[config.mk]
export PLATFORM = sky130hd
export DESIGN_NAME = cfg_bit_streamer
export DESIGN_NICKNAME = d
export VERILOG_FILES = /design/src/rtl/cfg_stream_pkg.sv /design/src/rtl/cfg_clk_source.sv /design/src/rtl/cfg_addr_ctr.sv /design/src/rtl/cfg_image_rom.sv /design/src/rtl/cfg_bit_streamer.sv
export SDC_FILE = /design/constraint.sdc
export NUM_CORES = 1
export LEC_CHECK = 0
export ABC_AREA = 1
export ABC_CLOCK_PERIOD_IN_PS = 3900
export BUFFER_PORTS_ARGS = -buffer_cell sky130_fd_sc_hd__buf_2
export CAP_MARGIN = 20
export CORE_MARGIN = 2
export CORE_UTILIZATION = 59
export DETAILED_ROUTE_END_ITERATION = 10
export PLACE_DENSITY = 0.8
export SETUP_SLACK_MARGIN = 0.02
export SYNTH_ARGS = -nofsm -noshare
export SYNTH_HDL_FRONTEND = slang
export SYNTH_SLANG_ARGS = --single-unit
[constraint.sdc]
create_clock -name clk -period 3.9 [get_ports clk]
set_clock_uncertainty 0.1 [all_clocks]
set_input_delay 0.39 -clock clk [delete_from_list [all_inputs] [get_ports clk]]
set_output_delay 0.39 -clock clk [all_outputs]
set_load 0.03 [all_outputs]
[src/rtl/cfg_stream_pkg.sv]
package cfg_stream_pkg;

  // Byte row of the stored image that holds stream bit idx.
  function automatic int unsigned byte_of(input int unsigned idx);
    return idx >> 3;
  endfunction

  // Bit lane inside that byte; low lanes leave first.
  function automatic logic [2:0] lane_of(input int unsigned idx);
    return idx[2:0];
  endfunction

  // Counter width able to hold the values 0 .. nbits.
  function automatic int unsigned idx_width(input int unsigned nbits);
    return $clog2(nbits + 1);
  endfunction

endpackage

[src/rtl/cfg_clk_source.sv]
module cfg_clk_source #(
  parameter bit MASTER = 1'b1
) (
  input  logic clk,
  input  logic rst_n,
  input  logic run,
  input  logic sclk_in,
  output logic osc,
  output logic pin_rise
);
  logic osc_q;
  logic sync1_q, sync2_q;
  logic pin_prev_q;
  logic pin_now;

  // Master: divide-by-two oscillator. Follower: two-flop synchroniser.
  assign pin_now = MASTER ? osc_q : sync2_q;

  always_ff @(posedge clk or negedge rst_n) begin
    if (!rst_n) begin
      osc_q      <= 1'b0;
      sync1_q    <= 1'b0;
      sync2_q    <= 1'b0;
      pin_prev_q <= 1'b0;
    end else begin
      osc_q      <= run ? ~osc_q : 1'b0;
      sync1_q    <= sclk_in;
      sync2_q    <= sync1_q;
      pin_prev_q <= pin_now;
    end
  end

  // True in the cycle after the pin-level clock went high, so the bit
  // already sampled downstream is replaced one clock later.
  assign pin_rise = pin_now & ~pin_prev_q;
  assign osc      = osc_q;
endmodule

[src/rtl/cfg_addr_ctr.sv]
module cfg_addr_ctr #(
  parameter int unsigned NBITS = 64,
  parameter int unsigned AW    = 7
) (
  input  logic          clk,
  input  logic          rst_n,
  input  logic          oe,
  input  logic          cs_n,
  input  logic          pin_rise,
  output logic [AW-1:0] addr,
  output logic          done
);
  logic [AW-1:0] addr_q;
  logic          advance;

  assign done    = (addr_q == AW'(NBITS));
  assign advance = pin_rise & oe & ~cs_n & ~done;

  always_ff @(posedge clk or negedge rst_n) begin
    if (!rst_n)       addr_q <= '0;
    else if (!oe)     addr_q <= '0;
    else if (advance) addr_q <= addr_q + AW'(1);
  end

  assign addr = addr_q;
endmodule

[src/rtl/cfg_image_rom.sv]
module cfg_image_rom
  import cfg_stream_pkg::*;
#(
  parameter int unsigned          BYTES = 8,
  parameter int unsigned          AW    = 7,
  parameter logic [BYTES*8-1:0]   IMAGE = '0
) (
  input  logic [AW-1:0] idx,
  output logic          bit_o
);
  localparam int unsigned BW = (BYTES > 1) ? $clog2(BYTES) : 1;

  logic [7:0]    mem [BYTES];
  logic [BW-1:0] row;
  logic [2:0]    lane;
  logic          hit;

  for (genvar b = 0; b < BYTES; b++) begin : g_row
    assign mem[b] = IMAGE[8*b +: 8];
  end

  always_comb begin
    row   = BW'(byte_of(32'(idx)));
    lane  = lane_of(32'(idx));
    hit   = byte_of(32'(idx)) < BYTES;
    bit_o = hit ? mem[row][lane] : 1'b0;
  end
endmodule

[src/rtl/cfg_bit_streamer.sv]
module cfg_bit_streamer
  import cfg_stream_pkg::*;
#(
  parameter int unsigned        BYTES     = 8,
  parameter int unsigned        NBITS     = BYTES * 8,
  parameter bit                 MASTER    = 1'b1,
  parameter bit                 PARK_HIGH = 1'b1,
  parameter logic [BYTES*8-1:0] IMAGE     = 64'hA5_3C_0F_F0_96_69_81_7E
) (
  input  logic clk,
  input  logic rst_n,
  input  logic oe,
  input  logic cs_n,
  input  logic sclk_in,
  output logic sclk_out,
  output logic sclk_oe,
  output logic data_out,
  output logic data_oe,
  output logic done
);
  localparam int unsigned AW = idx_width(NBITS);

  logic [AW-1:0] addr_q;
  logic          done_q;
  logic          pin_rise;
  logic          osc;
  logic          run;
  logic          rom_bit;

  // Oscillator runs only while enabled and data remains.
  assign run = oe & ~done_q;

  cfg_clk_source #(.MASTER(MASTER)) u_clk (
    .clk      (clk),
    .rst_n    (rst_n),
    .run      (run),
    .sclk_in  (sclk_in),
    .osc      (osc),
    .pin_rise (pin_rise)
  );

  cfg_addr_ctr #(.NBITS(NBITS), .AW(AW)) u_ctr (
    .clk      (clk),
    .rst_n    (rst_n),
    .oe       (oe),
    .cs_n     (cs_n),
    .pin_rise (pin_rise),
    .addr     (addr_q),
    .done     (done_q)
  );

  cfg_image_rom #(.BYTES(BYTES), .AW(AW), .IMAGE(IMAGE)) u_rom (
    .idx   (addr_q),
    .bit_o (rom_bit)
  );

  // Clock pin: master always drives it; follower drives it low when idle.
  assign sclk_out = MASTER ? (osc & run) : 1'b0;
  assign sclk_oe  = MASTER ? 1'b1 : (~oe | done_q);

  // Data pin: live bit while streaming, parked value after completion.
  assign data_out = done_q ? 1'b1 : rom_bit;
  assign data_oe  = ~cs_n & oe & (~done_q | PARK_HIGH);
  assign done     = done_q;
endmodule

=== Word-level counts from Yosys, hierarchy flattened ===
Memories as Yosys holds them, arrays and structs flattened.
Index checks and enable logic that the tools add are counted.

* Output and inout bits: 5
* Memories: 1
* Logic and storage cells: 31
* Bits in registers: 9
* Memory bits (read-only): 64

{| class="wikitable"
|+ Memory list
! memory !! words !! bits a word !! read ports !! clocked after Yosys merged registers in !! wr ports !! RTL line !! RTL
|-
| (name not given) || 8 || 8 || 1 || 0 || 0 || cfg_image_rom.sv:26 || <nowiki>bit_o = hit ? mem[row][lane] : 1'b0;</nowiki>
|}

* Magnitude comparators: 3
* Add/sub/neg operators: 1
* Muxes and demuxes: 9
* Equal/unequal tests: 2
* Bitwise operators: 12

{| class="wikitable"
|+ Operator list
! operator !! number
|-
| 8-bit two-way mux || 2
|-
| 7-bit two-way mux || 2
|-
| 7-bit by 1-bit adder with 7-bit output, second input constant || 1
|-
| 1-bit bitwise AND || 7
|-
| 7-bit equality test, second input constant || 1
|-
| 4-bit >= comparator, second input constant || 1
|-
| 3-bit by 4-bit < comparator with 1-bit output, second input constant || 1
|-
| 4-bit < comparator, second input constant || 1
|-
| 1-bit two-way mux || 4
|-
| 1-bit NOT || 4
|-
| 3-bit NOT with 4-bit output || 1
|-
| 1-bit binary-select mux with 3-bit select || 1
|-
| 2-bit by 1-bit != test with 1-bit output, second input constant || 1
|}

=== Logic depth before layout (Yosys ltp) ===
Gate-level depths: netlist (run 1).

* Word-level depth: 8
* Gate-level depth with buffers: 10
* Gate-level depth less buffers: 10

=== Modules after synthesis ===
A second synthesis (run 1) with hierarchy kept.

* Cells, all modules: 128
* Area, all modules: 828.3 µm²

{| class="wikitable"
|+ By module, submodules not included
! module !! area an instance (µm²) !! seq. area each (µm²) !! times used !! cells an instance
|-
| cfg_addr_ctr || 465.4 || 175.2 || 1 || 65
|-
| cfg_image_rom || 251.5 || 0.0 || 1 || 47
|-
| cfg_clk_source || 67.6 || 50.0 || 1 || 6
|-
| cfg_bit_streamer || 43.8 || 0.0 || 1 || 10
|}

=== Worst setup path before layout (run 1) ===
Ideal clock, no wire load.

* Kind: register to output
* Start point: register u_ctr.addr_q[3] (netlist: u_ctr.addr[3])
* End point: output data_out
* Slack: 1.872 ns
* Stages on the path, launching flop included: 10
* Arrival time: 1.538 ns
* Cell sequence: dfrtp_1 > inv_1 > ha_1 > nand2_2 > nand2_1 > a21oi_1 > nand2_1 > nand3_1 > nand3_1 > nand2_1

* Cells in the longest elaborated chain, start to end: 8

{| class="wikitable"
|+ RTL lines
! item !! RTL line !! RTL
|-
| start, declared || cfg_addr_ctr.sv:13 || <nowiki>logic [AW-1:0] addr_q;</nowiki>
|-
| start signal, assigned || cfg_addr_ctr.sv:22 || <nowiki>else if (advance) addr_q <= addr_q + AW'(1);</nowiki>
|-
| 3-bit NOT with 4-bit output (implied by the code) || cfg_image_rom.sv:26 ||
|-
| memory read 8 x 8 bit || - ||
|-
| 8-bit two-way mux (implied by the code) (2 in a row) || cfg_image_rom.sv:26 ||
|-
| 1-bit binary-select mux with 3-bit select || cfg_image_rom.sv:26 ||
|-
| 1-bit two-way mux (implied by the code) || cfg_image_rom.sv:26 ||
|-
| 1-bit two-way mux || cfg_image_rom.sv:26 ||
|-
| 1-bit two-way mux (*) || cfg_bit_streamer.sv:62 || <nowiki>assign data_out = done_q ? 1'b1 : rom_bit;</nowiki>
|-
| end, declared || cfg_bit_streamer.sv:17 || <nowiki>output logic data_out,</nowiki>
|}

Every way passes the cells marked *; elsewhere a longest branch is shown, timed or not. The select of a mux whose other input is x is not followed.

=== Worst setup path after layout (run 1) ===
Same ends and word-level chain as after synthesis.

==> flow_summary.ini, run 1 <==
[clock_network]
htree_levels = 1
cts_tree = yes
clk_latency_ps = 270
cts-root-buf = clkbuf_4
clock_path_buffers = 2
cts.clk_slew.worst_paths_ps = 70
cts-resized-gates = 0
numCtsBuffers = 3
cts_sinks = 9
postCtsHoldBufs = 1
post_cts_buffers = 0

[route]
first_pass_iters = 4
vias_per_cell = 5.09
met3_length_um = 52
highest_layer = met4
drt_iter0_drc = 19
drc_errors = 0
wl_per_cell_um = 11.3
ant_nets = 0
met1_length_um = 731
num_vias = 677
wl_um = 1500
route.met2.wl_um = 699

[worst_setup_path]
startpoint = u_ctr.addr[3]
r2r-start = u_ctr.addr[0]
start_kind = flop
cp_data_arrival_time_ps = 2070
end_kind = output pin
critPathRequiredTime_ps = 3410
worstSetupPathType = flop to output pin
cp_max_fo = 8

[outcome]
status = finished clean

[finish]
fillers = 107
seq_area_sq_um = 225
multi_input_area_sq_um = 470
diodes = 0
layout_commonest_cell = nand2_1
drive_gt1_share_pct = 20.3
nets = 132
layout.cells.most_common_list = 31 x nand2_1, 11 x inv_1, 11 x nand3_1
syn2layout_area_growth_pct = 8.17
stdcell_count = 133

[synth]
syn_inst = 109
synth_compound_area_share_pct = 4.97
yosys.area_share.simple_pct = 39.7
synth-main-ff-cell = dfrtp_1
muxShareOfSynthArea_pct = 0
yosysWarnings = 0
async_flop_share_pct = 100
synth_top_family_by_area = simple AND/OR/NAND/NOR gates
synth_edf_count = 0
yosys_register_bits = 9
synth-adder-area-share_pct = 12.8
yosysUniqueCellTypes = 22
yosysSeqAreaShare_pct = 28.8
synth_area_sq_um = 781
synth.avg_cell_area_sq_um = 7.16
synth_xor_area_share_pct = 2.24
synth_nets = 122

[global_route]
grt_first_pass_wirelength_um = 2420
overflow = 0
antenna_found_initial = 0
grt_usage_pct = 22.4
grt_max_degree = 11
grt_pass1_vias = 572

[die]
core_area_sq_um = 1270
initial_core_util_pct = 61.5
die_area_sq_um = 1630
die_h_um = 40.4
rows = 13
ios = 10
die_w_um = 40.4

[sta]
finalSetupViolations = 0
slew_violations = 0
rsz0062_at_grt = false
hold_violations = 0
holdWs_ps = 306
worst_slack_ps = 1340
fin_tns_setup_ps = 0
finalCriticalPeriod_ps = 2560
fmax_mhz = 391
min_period_over_period_pct = 65.6

[min_path]
hp-class = flop to flop
hold_path_startpoint = u_clk.osc

[placed_design]
hpwl_um = 1170
place_congestion = 0.843
io_buffers = 7
dp_slack_ps = 1640
dpl.cell_count = 128

[power]
p_leak_nw = 0.444
p_per_area_nw_per_um2 = 228
irDropWorstVdd_v = 0.000190

[flow_run]
max_cap_violations = 0
logic make-up after synthesis:
logic type,count (synthesis)
AO/OA/AOI/OAI,7
XOR/XNOR,2
adder cells (fa/ha/maj),8
buffers and inverters,18
flip-flops,9
other,1
AND/OR/NAND/NOR,64
synthesized netlist by cell type (2+ instances only):
master	number	area, sq um
dfrtp_1	9	225
nor2_2	3	18.8
xor2_1	2	17.5
nand4_1	3	18.8
nor2_1	9	33.8
o21ai_1	5	25.0
inv_2	3	11.3
buf_4	2	15.0
nand3_1	11	55.1
inv_1	11	41.3
ha_1	8	100
nand2_1	31	116
nand2_2	3	18.8
routing by layer:
metal	GRT usage [%]	vias up
li1	-	359
met1	30.9	304
met2	34.1	10
met3	6.67	4
met4	5.00	0
met5	0	-
area by class of cell:
class / count / share of cell area [%]
tap: 15 / 2.22
multi-input combinational: 82 / 55.7
clock buffer: 4 / 3.11
sequential: 9 / 26.7
inverter: 15 / 6.96
timing repair buffer: 8 / 5.33
worst paths after layout:
check	to	slack [ps]	cells past startpoint
hold reg to reg	u_clk.pin_prev_q	310	0
min in group asynchronous	u_ctr.addr[1]	390	2
hold / removal	u_clk.pin_prev_q	310	0
setup / recovery	data_out	1340	10
setup reg to reg	u_ctr.addr[2]	2330	9
max in group asynchronous	u_ctr.addr[3]	3120	2
flip-flops by register name (all words and copies together), names as in the netlist:
signal and flops:
u_clk.osc 1, u_clk.pin_prev_q 1, u_ctr.addr 7
metrics by stage:
stage	utilization [%]	area, sq um	power (mW)
floorplan	-	781	0.115
global placement	63.7	808	0.120
detailed placement	63.7	808	0.121
CTS	66.6	845	0.194
global route	66.6	845	0.201
finish	66.6	845	0.193
critical path: stages, from the launching register on:
cell     delay [ps]
dfrtp_1         510
inv_1           170
ha_1            360
nand2_2         100
nand2_1          70
a21oi_1         140
nand2_1          70
nand3_1          80
nand3_1          70
nand2_1          60
buf_2           190
report_power, final:
part	switching (mW)	internal [mW]	total, mW
registers	0.00177	0.0953	0.0971
logic	0.0164	0.00652	0.0229
clock network	0.0334	0.0394	0.0728
Power figures use the tool's default switching activity.
==> inputs of run 2 (changes only) <==
--- a/config.mk
+++ b/config.mk
@@ -6,13 +6,13 @@
 export NUM_CORES = 1
 export LEC_CHECK = 0
 export ABC_AREA = 1
-export ABC_CLOCK_PERIOD_IN_PS = 3900
+export ABC_CLOCK_PERIOD_IN_PS = 2650
 export BUFFER_PORTS_ARGS = -buffer_cell sky130_fd_sc_hd__buf_2
 export CAP_MARGIN = 20
 export CORE_MARGIN = 2
-export CORE_UTILIZATION = 59
+export CORE_UTILIZATION = 55
 export DETAILED_ROUTE_END_ITERATION = 10
-export PLACE_DENSITY = 0.8
+export PLACE_DENSITY = 0.75
 export SETUP_SLACK_MARGIN = 0.02
 export SYNTH_ARGS = -nofsm -noshare
 export SYNTH_HDL_FRONTEND = slang
==> constraint.sdc (replaced) <==
create_clock -name clk -period 2.65 [get_ports clk]
set_clock_uncertainty 0.1 [all_clocks]
set_input_delay 0.265 -clock clk [delete_from_list [all_inputs] [get_ports clk]]
set_output_delay 0.265 -clock clk [all_outputs]
set_load 0.03 [all_outputs]
==> run 2 against run 1 <==
Effect of this change:
- sequential cell count did not move
- critical path type unchanged
- highest routed layer unchanged
- first-iteration DRC count fell by 37%
- via count fell by 0.15%
- sequential power rose by 47%
- core utilization fell by 2.5 points
==> flow_summary.ini, run 2 (synthesis results as in run 1) <==
[route]
drc_errors = 0
drt_iter0_drc = 12
ant_nets = 0
wl_per_cell_um = 11.5
vias_per_cell = 5.08
first_pass_iters = 3
num_vias = 676
wl_um = 1530

[worst_setup_path]
startpoint = u_ctr.addr[3]
rrSetupSlack_ps = 1080
reg2reg_to = u_ctr.addr[5]
cp_top_family = flip-flops
crit_chain = inv_1 -> ha_1 -> nand2_2 -> nand2_1 -> a21oi_1 -> nand2_1 -> nand3_1 -> nand3_1 -> nand2_1 -> buf_2
worstSetupPathType = flop to output pin
max_stage_delay_ps = 500
cpMostUsedCell = nand2_1
r2r-start = u_ctr.addr[0]
end_kind = output pin
cp_max_fo = 8
cp_data_arrival_time_ps = 2010
crit_end = data_out
start_kind = flop
slowest_stage = dfrtp_1
critPathRequiredTime_ps = 2290
critPathBufInv = 2
crit_cells = 10
worstRegToRegCells = 7

[power]
p_leak_nw = 0.444
clkPwrFrac_pct = 36.6
internal-power_mw = 0.208
p_comb_share_pct = 12.0
p_per_area_nw_per_um2 = 330
p_sw_share_pct = 25.4
p_sw_mw = 0.0707
power.share.sequential_pct = 51.3
irDropWorstVdd_v = 0.000321

[clock_network]
cts-root-buf = clkbuf_4
cts_tree = yes
clock_path_buffers = 2
cts.clk_slew.worst_paths_ps = 50
numCtsBuffers = 3
cts_sinks = 9
htree_levels = 1
clk_latency_ps = 250

[die]
die_h_um = 41.7
ios = 10
die_w_um = 41.7
core_area_sq_um = 1320
rows = 13
initial_core_util_pct = 59.3
die_area_sq_um = 1740

[sta]
rsz0062_at_grt = false
finalSetupViolations = 0
fin_tns_setup_ps = 0
worst_slack_ps = 273
fmax_mhz = 421
min_period_over_period_pct = 89.7
slew_violations = 0
finalCriticalPeriod_ps = 2380
hold_violations = 0

[finish]
fin_util_pct = 64.1
layout_commonest_cell = nand2_1
layout.cells.most_common_list = 31 x nand2_1, 11 x inv_1, 11 x nand3_1
drive_gt1_share_pct = 20.3
nets = 132
syn2layout_area_growth_pct = 8.17
largest_reg_flops = 7
diodes = 0

[global_route]
antenna_found_initial = 0
overflow = 0
grt_usage_pct = 19.5
grt_first_pass_wirelength_um = 2620
grt_pass1_vias = 626
grt_max_degree = 11

[outcome]
status = finished clean

[flow_run]
max_cap_violations = 0

[min_path]
hp-class = primary input to flop

[placed_design]
place_congestion = 0.858
hpwl_um = 1210
io_buffers = 7
dp_slack_ps = 561
[run 2: cell counts in the layout (fill, tap and decap cells not counted)]
Identical to the previous run, type by type.
[run 2: area by class of cell]
type                            count  area [sq um]
Fill cell                         128           473
Inverter                           15          58.8
Tap cell                           15          18.8
Clock buffer                        4          26.3
Multi-Input combinational cell     82           470
Timing Repair Buffer                8          45.0
Sequential cell                     9           225
[run 2: worst min path at each step]
stage | start | end | slack, ps | cells past startpoint
after detailed placement | rst_n | u_ctr.addr[4] | 30 | 1
after floorplan | rst_n | u_clk.osc | -130 | 0
final | oe | u_ctr.addr[3] | 230 | 3
after global placement | rst_n | u_ctr.addr[4] | 30 | 1
after global routing | oe | u_ctr.addr[3] | 230 | 3
after CTS | oe | u_ctr.addr[3] | 210 | 3
[run 2: layer usage]
metal | routed length, um | global-route usage (%) | share of wire, % | vias to the layer above
li1 | - | - | - | 358
met1 | 707 | 23.7 | 46 | 312
met2 | 786 | 33.8 | 51 | 4
met3 | 23 | 2.61 | 1.5 | 2
met4 | 12 | 9.03 | 0.78 | 0
met5 | 0 | 0 | 0 | -
[run 2: worst register-to-register path: cells and delay by family, from the launching register on]
kind | cells | cell delay (ps)
compound gates | 1 | 60
flops | 1 | 450
buf+inv | 1 | 180
simple gates | 4 | 460
fa+ha+maj | 1 | 220
[run 2: through the flow]
step           total power [mW]  instance area (sq um)  hold WS [ps]  std cells
6_report                  0.278                    845           225        133
4_1_cts                   0.282                    845           215        133
2_1_floorplan             0.169                    781          -131        109
3_5_place_dp              0.177                    808          29.0        128
5_1_grt                   0.295                    845           226        133
3_3_place_gp              0.177                    808          28.0        128
[run 2: power by group through the flow]
stage	clock network (mW)	registers, mW	logic [mW]
4_1_cts	0.106	0.143	0.0336
5_1_grt	0.115	0.143	0.0371
3_5_place_dp	0	0.145	0.0321
6_report	0.102	0.143	0.0335
3_3_place_gp	0	0.145	0.0320
2_1_floorplan	0	0.145	0.0241
[run 2: timing repair]
item / CTS / global route
gates resized for setup: 0 / 0
endpoints found under the hold margin: 9 / 0
buffers inserted: 0 / 0
hold buffers: 1 / 0
